==> config.mk <==
export PLATFORM = sky130hd
export DESIGN_NAME = wt2_cache
export DESIGN_NICKNAME = d
export VERILOG_FILES = /design/src/rtl/cw_pkg.sv /design/src/rtl/cw_way_bank.sv /design/src/rtl/cw_lru_bits.sv /design/src/rtl/cw_store_queue.sv /design/src/rtl/wt2_cache.sv
export SDC_FILE = /design/constraint.sdc
export NUM_CORES = 1
export LEC_CHECK = 0
export BUFFER_PORTS_ARGS = -buffer_cell sky130_fd_sc_hd__buf_2
export CELL_PAD_IN_SITES_DETAIL_PLACEMENT = 0
export CELL_PAD_IN_SITES_GLOBAL_PLACEMENT = 1
export CORE_UTILIZATION = 43
export DETAILED_ROUTE_END_ITERATION = 7
export GPL_TIMING_DRIVEN = 0
export PLACE_DENSITY = 0.64
export SLEW_MARGIN = 40
export SYNTH_ARGS = -nofsm -noshare
export SYNTH_HDL_FRONTEND = slang
export SYNTH_HIERARCHICAL = 1
export SYNTH_SLANG_ARGS = --single-unit
==> constraint.sdc <==
create_clock -name clk -period 6.9 [get_ports clk]
set_input_delay 1.38 -clock clk [delete_from_list [all_inputs] [get_ports clk]]
set_output_delay 1.38 -clock clk [all_outputs]
set_load 0.01 [all_outputs]
==> src/rtl/cw_pkg.sv <==
package cw_pkg;
   typedef enum logic {
      ST_LOOKUP = 1'b0,
      ST_FILL   = 1'b1
   } cache_state_t;
endpackage

==> src/rtl/cw_way_bank.sv <==
module cw_way_bank #(
   parameter int SETS   = 4,
   parameter int TAG_W  = 6,
   parameter int DATA_W = 32,
   localparam int IDX_W = $clog2(SETS)
) (
   input  logic              clk,
   input  logic              rst_n,
   input  logic [IDX_W-1:0]  rd_idx,
   output logic              rd_valid,
   output logic [TAG_W-1:0]  rd_tag,
   output logic [DATA_W-1:0] rd_data,
   input  logic              wr_en,
   input  logic [IDX_W-1:0]  wr_idx,
   input  logic [TAG_W-1:0]  wr_tag,
   input  logic [DATA_W-1:0] wr_data
);
   logic [SETS-1:0]   valid_q;
   logic [TAG_W-1:0]  tag_q  [SETS];
   logic [DATA_W-1:0] data_q [SETS];

   always_ff @(posedge clk) begin
      if (!rst_n)     valid_q <= '0;
      else if (wr_en) valid_q[wr_idx] <= 1'b1;
   end

   always_ff @(posedge clk) begin
      if (wr_en) begin
         tag_q[wr_idx]  <= wr_tag;
         data_q[wr_idx] <= wr_data;
      end
   end

   assign rd_valid = valid_q[rd_idx];
   assign rd_tag   = tag_q[rd_idx];
   assign rd_data  = data_q[rd_idx];
endmodule

==> src/rtl/cw_lru_bits.sv <==
module cw_lru_bits #(
   parameter int SETS = 4,
   localparam int IDX_W = $clog2(SETS)
) (
   input  logic             clk,
   input  logic             rst_n,
   input  logic [IDX_W-1:0] idx,
   input  logic             way0_valid,
   input  logic             way1_valid,
   input  logic             touch_en,
   input  logic             touch_way,
   output logic             victim
);
   // per set: the way to evict next when both ways are valid
   logic [SETS-1:0] evict_q;

   always_ff @(posedge clk) begin
      if (!rst_n)        evict_q <= '0;
      else if (touch_en) evict_q[idx] <= ~touch_way;
   end

   always_comb begin
      if (!way0_valid)      victim = 1'b0;
      else if (!way1_valid) victim = 1'b1;
      else                  victim = evict_q[idx];
   end
endmodule

==> src/rtl/cw_store_queue.sv <==
module cw_store_queue #(
   parameter int DEPTH  = 4,
   parameter int ADDR_W = 8,
   parameter int DATA_W = 32,
   localparam int PTR_W = $clog2(DEPTH),
   localparam int CNT_W = PTR_W + 1
) (
   input  logic              clk,
   input  logic              rst_n,
   input  logic              push,
   input  logic [ADDR_W-1:0] push_addr,
   input  logic [DATA_W-1:0] push_data,
   input  logic              pop,
   output logic              head_valid,
   output logic [ADDR_W-1:0] head_addr,
   output logic [DATA_W-1:0] head_data,
   output logic              full,
   input  logic [ADDR_W-1:0] probe_addr,
   output logic              probe_hit
);
   logic [ADDR_W-1:0] q_addr [DEPTH];
   logic [DATA_W-1:0] q_data [DEPTH];
   logic [PTR_W-1:0]  wr_ptr, rd_ptr;
   logic [CNT_W-1:0]  count;
   logic [DEPTH-1:0]  slot_hit;

   always_ff @(posedge clk) begin
      if (!rst_n) begin
         wr_ptr <= '0;
         rd_ptr <= '0;
         count  <= '0;
      end else begin
         if (push) wr_ptr <= wr_ptr + 1'b1;
         if (pop)  rd_ptr <= rd_ptr + 1'b1;
         count <= count + {{PTR_W{1'b0}}, push} - {{PTR_W{1'b0}}, pop};
      end
   end

   always_ff @(posedge clk) begin
      if (push) begin
         q_addr[wr_ptr] <= push_addr;
         q_data[wr_ptr] <= push_data;
      end
   end

   generate
      for (genvar i = 0; i < DEPTH; i++) begin : g_slot
         logic [PTR_W-1:0] age;
         assign age         = PTR_W'(i) - rd_ptr;
         assign slot_hit[i] = ({1'b0, age} < count) && (q_addr[i] == probe_addr);
      end
   endgenerate

   assign probe_hit  = |slot_hit;
   assign head_valid = (count != '0);
   assign head_addr  = q_addr[rd_ptr];
   assign head_data  = q_data[rd_ptr];
   assign full       = (count == CNT_W'(DEPTH));
endmodule

==> src/rtl/wt2_cache.sv <==
module wt2_cache #(
   parameter int ADDR_W   = 8,
   parameter int DATA_W   = 32,
   parameter int SETS     = 4,
   parameter int WB_DEPTH = 4
) (
   input  logic              clk,
   input  logic              rst_n,
   input  logic              cpu_req,
   input  logic              cpu_we,
   input  logic [ADDR_W-1:0] cpu_addr,
   input  logic [DATA_W-1:0] cpu_wdata,
   output logic [DATA_W-1:0] cpu_rdata,
   output logic              cpu_stall,
   output logic              mem_rd_req,
   output logic [ADDR_W-1:0] mem_rd_addr,
   input  logic              mem_rd_ack,
   input  logic [DATA_W-1:0] mem_rd_data,
   output logic              wb_valid,
   output logic [ADDR_W-1:0] wb_addr,
   output logic [DATA_W-1:0] wb_data,
   input  logic              wb_ready
);
   import cw_pkg::*;

   localparam int IDX_W = $clog2(SETS);
   localparam int TAG_W = ADDR_W - IDX_W;
   localparam int NWAYS = 2;

   generate
      if (SETS < 2 || (SETS & (SETS - 1)) != 0) begin : g_bad_sets
         $error("SETS must be a power of two, at least 2");
      end
      if (WB_DEPTH < 2 || (WB_DEPTH & (WB_DEPTH - 1)) != 0) begin : g_bad_depth
         $error("WB_DEPTH must be a power of two, at least 2");
      end
      if (ADDR_W <= IDX_W) begin : g_bad_addr
         $error("ADDR_W must leave at least one tag bit");
      end
   endgenerate

   cache_state_t state_q;

   logic [IDX_W-1:0]  idx;
   logic [TAG_W-1:0]  tag;
   logic [NWAYS-1:0]  w_valid, hit_w, w_wr;
   logic [TAG_W-1:0]  w_tag  [NWAYS];
   logic [DATA_W-1:0] w_data [NWAYS];
   logic              hit, hit_way, victim;
   logic              buf_full, buf_match;
   logic              rd_done, st_acc, fill_done, start_fill;
   logic [DATA_W-1:0] wr_word;

   assign idx = cpu_addr[IDX_W-1:0];
   assign tag = cpu_addr[ADDR_W-1:IDX_W];

   assign fill_done  = (state_q == ST_FILL) && mem_rd_ack;
   assign wr_word    = fill_done ? mem_rd_data : cpu_wdata;

   generate
      for (genvar w = 0; w < NWAYS; w++) begin : g_way
         cw_way_bank #(.SETS(SETS), .TAG_W(TAG_W), .DATA_W(DATA_W)) u_bank (
            .clk      (clk),
            .rst_n    (rst_n),
            .rd_idx   (idx),
            .rd_valid (w_valid[w]),
            .rd_tag   (w_tag[w]),
            .rd_data  (w_data[w]),
            .wr_en    (w_wr[w]),
            .wr_idx   (idx),
            .wr_tag   (tag),
            .wr_data  (wr_word)
         );
         assign hit_w[w] = w_valid[w] && (w_tag[w] == tag);
         assign w_wr[w]  = (fill_done && (victim == w[0])) || (st_acc && hit_w[w]);
      end
   endgenerate

   assign hit       = |hit_w;
   assign hit_way   = hit_w[1];
   assign cpu_rdata = hit_way ? w_data[1] : w_data[0];

   assign rd_done    = (state_q == ST_LOOKUP) && cpu_req && !cpu_we && hit;
   assign st_acc     = (state_q == ST_LOOKUP) && cpu_req && cpu_we && !buf_full;
   assign start_fill = (state_q == ST_LOOKUP) && cpu_req && !cpu_we && !hit && !buf_match;
   assign cpu_stall  = cpu_req && !(rd_done || st_acc);

   cw_lru_bits #(.SETS(SETS)) u_lru (
      .clk        (clk),
      .rst_n      (rst_n),
      .idx        (idx),
      .way0_valid (w_valid[0]),
      .way1_valid (w_valid[1]),
      .touch_en   (rd_done || (st_acc && hit)),
      .touch_way  (hit_way),
      .victim     (victim)
   );

   cw_store_queue #(.DEPTH(WB_DEPTH), .ADDR_W(ADDR_W), .DATA_W(DATA_W)) u_sq (
      .clk        (clk),
      .rst_n      (rst_n),
      .push       (st_acc),
      .push_addr  (cpu_addr),
      .push_data  (cpu_wdata),
      .pop        (wb_valid && wb_ready),
      .head_valid (wb_valid),
      .head_addr  (wb_addr),
      .head_data  (wb_data),
      .full       (buf_full),
      .probe_addr (cpu_addr),
      .probe_hit  (buf_match)
   );

   always_ff @(posedge clk) begin
      if (!rst_n)          state_q <= ST_LOOKUP;
      else if (start_fill) state_q <= ST_FILL;
      else if (fill_done)  state_q <= ST_LOOKUP;
   end

   assign mem_rd_req  = (state_q == ST_FILL);
   assign mem_rd_addr = cpu_addr;
endmodule

==> impl_metrics.json <==
{
  "rsz0062_at_grt": "no",
  "io_pins": 161,
  "power_frac_seq": 0.496,
  "power_switching_uw": 1576,
  "numClockSinks": 486,
  "p_comb_frac": 0.128,
  "drc": 0,
  "post-place-cells": 1644,
  "die_w_um": 214.1,
  "postLayoutCoreUtil": 0.5148,
  "dr.pass1.iters": 5,
  "grt_pass1_vias": 9765,
  "synth-async-reset-ratio": 0,
  "critPathTopFamily": "buffers and inverters",
  "r2r-start": "g_way[1].u_bank/tag_q[3][3]",
  "dp_hpwl_um": 26790,
  "r2r.worst_path.cells": 10,
  "pwr-share-clk": 0.376,
  "nets": 1193,
  "path_cells": "buf_2 > buf_6 > mux4_2 > xnor2_1 > nand4_1 > nor4_4 > buf_4 > buf_6 > mux2_2 > buf_2",
  "p_int_uw": 5143,
  "p_total_uw": 6720,
  "min_period_ps": 5939,
  "max_freq_mhz": 168.4,
  "period_share": 0.8607,
  "synthCells": 864,
  "cts_buffer_depth": 3,
  "worst_slack_ps": 960.9,
  "cts-root-buf": "clkbuf_16",
  "fin_cells": 1736,
  "drtAntennaViolNets": 0,
  "cp_num_buf_inv": 5,
  "core_mm2": 0.04432,
  "port_buffers": 160,
  "end_kind": "output pin",
  "worstPathArrival_ps": 4560,
  "rrSetupSlack_ps": 3540,
  "first_iter_violations": 663,
  "path_class": "in2out",
  "cp-start-kind": "input pin",
  "routed_wl_um": 42450,
  "slowest_stage": "mux4_2",
  "grt-ovfl-total": 0,
  "dpl_worst_slack_ps": 898.2,
  "grt_pass1_wl_um": 63620,
  "p_leak_uw": 0.007631,
  "status": "complete, no violations",
  "hp-start": "g_way[1].u_bank/valid_q[3]",
  "setup_viol_count_final": 0,
  "ys_types": 44,
  "relSlewSlack": 0.4542,
  "crit_required_ps": 5520,
  "cts_tree": "yes",
  "yosysWarnings": 6,
  "maxCapViolCount": 0,
  "hold_violations": 0,
  "ys_seq_area_frac": 0.7433,
  "p_sw_frac": 0.2346,
  "detail_route.vias_per_cell": 5.356,
  "die-area_mm2": 0.04582,
  "finalMaxSlewViolations": 0,
  "wl_per_cell_um": 24.45,
  "crit_cells": 10,
  "grt_start_max_net_pins": 30,
  "critPathMaxFanout": 24,
  "cts_setup_buffers": 0,
  "via_count": 9298,
  "fin_skew_ps": 20.29,
  "min_path_cells": 1,
  "ys_ff_latch": 486,
  "clkTransAtPathRegs_ps": 60,
  "fp.dieH_um": 214.1,
  "grt_usage": 0.1896,
  "antenna_found_initial": 2,
  "h-tree-depth": 2,
  "layout-drive-gt1-share": 0.4296,
  "cts_buffers": 50,
  "start_util": 0.4363,
  "max_stage_delay_ps": 530,
  "tightest_slew_ps": 818.6,
  "min_path_type": "reg2reg",
  "area_delta_synth_final_pct": 17.99,
  "ys.flop_type": "edfxtp_1",
  "synth_fp_nets": 953,
  "clock_latency_ps": 590,
  "crit-reg2reg-capture": "g_way[1].u_bank/data_q[0][20]",
  "synth_area_mm2": 0.01934,
  "min_to": "g_way[1].u_bank/valid_q[3]",
  "synth_edf_count": 464,
  "ir_worst_vdd_uv": 226.3,
  "cts.repair.resized": 0,
  "power_density_mw_per_mm2": 294.5,
  "syn_avg_cell_area_um2": 22.38,
  "place_congestion": 0.7182,
  "ctsHoldBuffers": 0,
  "rows": 77
}
## flip-flops by register name, indices dropped and copies added, names as in the netlist, named ones only
signal and count:
g_way.u_bank/data_q 256, g_way.u_bank/tag_q 48, g_way.u_bank/valid_q 8, mem_rd_req 1
u_lru/evict_q 4, u_sq/count 3, u_sq/q_addr 32, u_sq/q_data 128
u_sq/rd_ptr 2, u_sq/wr_ptr 2
## cell families after synthesis
family / after synthesis / share of synthesized area
DFF: 486 / 0.7433
muxes: 185 / 0.1766
and+or+nand+nor: 57 / 0.02006
xor gates and xnor gates: 50 / 0.02265
buffers and inverters: 49 / 0.01928
AOI/OAI and AO/OA: 26 / 0.01061
adders and majority gates: 11 / 0.007506
## metal layers
| layer | wire length [um] | global-route usage |
|---|---|---|
| met1 | 19630 | 0.2740 |
| met2 | 20010 | 0.2961 |
| met3 | 2080 | 0.03943 |
| met4 | 722 | 0.04667 |
| met5 | 13 | 0 |
## cell usage in the layout, fill, tap and decap left out, types with 12 or more instances in the layout
cell type  synthesis  routed
buf_12             4      13
mux4_2           118     118
dfxtp_1           22      22
buf_2              9     176
buf_4             12      23
edfxtp_1         464     464
xor2_1            41      41
mux2_2            63      63
clkbuf_16          0      51
clkinv_1           0      12
clkbuf_1           4      16
## worst register-to-register path, stage by stage (launching register included)
cell and delay [ps]:
edfxtp_1 360, mux4_2 480, xnor2_1 170, nand4_1 180, nor4_4 520, buf_6 280, a32o_1 240, nor3b_2 220
buf_2 240, buf_4 220, buf_6 150
## synth_stat cells (all sizes together) (4+ instances only)
| cell | instances | area, um2 |
|---|---|---|
| ha | 10 | 125.1 |
| nand4 | 4 | 25.02 |
| and3b | 6 | 55.05 |
| xor2 | 41 | 359.1 |
| dfxtp | 22 | 440.4 |
| buf | 37 | 327.8 |
| xnor2 | 9 | 78.83 |
| mux2 | 66 | 747.0 |
| o21a | 8 | 60.06 |
| edfxtp | 464 | 13930 |
| a21oi | 4 | 20.02 |
| clkbuf | 4 | 15.01 |
| nor3b | 4 | 30.03 |
| nor4 | 10 | 77.57 |
| and2 | 12 | 75.07 |
| inv | 8 | 30.03 |
| o211ai | 4 | 30.03 |
| and3 | 4 | 25.02 |
| mux4 | 118 | 2658 |
| nand2 | 4 | 15.01 |
## layout make-up
cell class	count	area, um2
Fill cell	3644	21500
Buffer	41	345.3
Clock buffer	63	1321
Clock inverter	28	201.4
Inverter	8	30.03
Sequential cell	486	14370
Tap cell	592	740.7
Antenna cell	1	2.502
Timing Repair Buffer	188	1155
Multi-Input combinational cell	329	4646
## through the flow
stage               TNS [ps]  hold WS [ps]  instance area [um2]
finish                     0         468.9                22820
global route               0         492.1                22820
CTS                        0         469.7                22810
detailed placement         0         455.8                21290
global placement     -282530         443.0                20880
floorplan                  0         435.4                19340
## power groups by stage
stage	registers, uW	logic [uW]	clock network [uW]
2_1_floorplan	3390	560	0
3_3_place_gp	3400	859	0
3_5_place_dp	3400	874	0
4_1_cts	3330	879	2600
5_1_grt	3340	934	2710
6_report	3330	858	2530
## worst max path at each step
stage / start / endpoint / slack (ps)
final: cpu_addr[0] / cpu_rdata[19] / 960
after global routing: cpu_addr[0] / cpu_rdata[19] / 810
after CTS: cpu_addr[0] / cpu_rdata[19] / 890
after detailed placement: cpu_addr[0] / cpu_rdata[19] / 900
after global placement: cpu_addr[0] / g_way[1].u_bank/data_q[0][15] / -3760
after floorplan: cpu_addr[0] / g_way[1].u_bank/data_q[0][0] / 420
(Power assumes the default switching activity.)
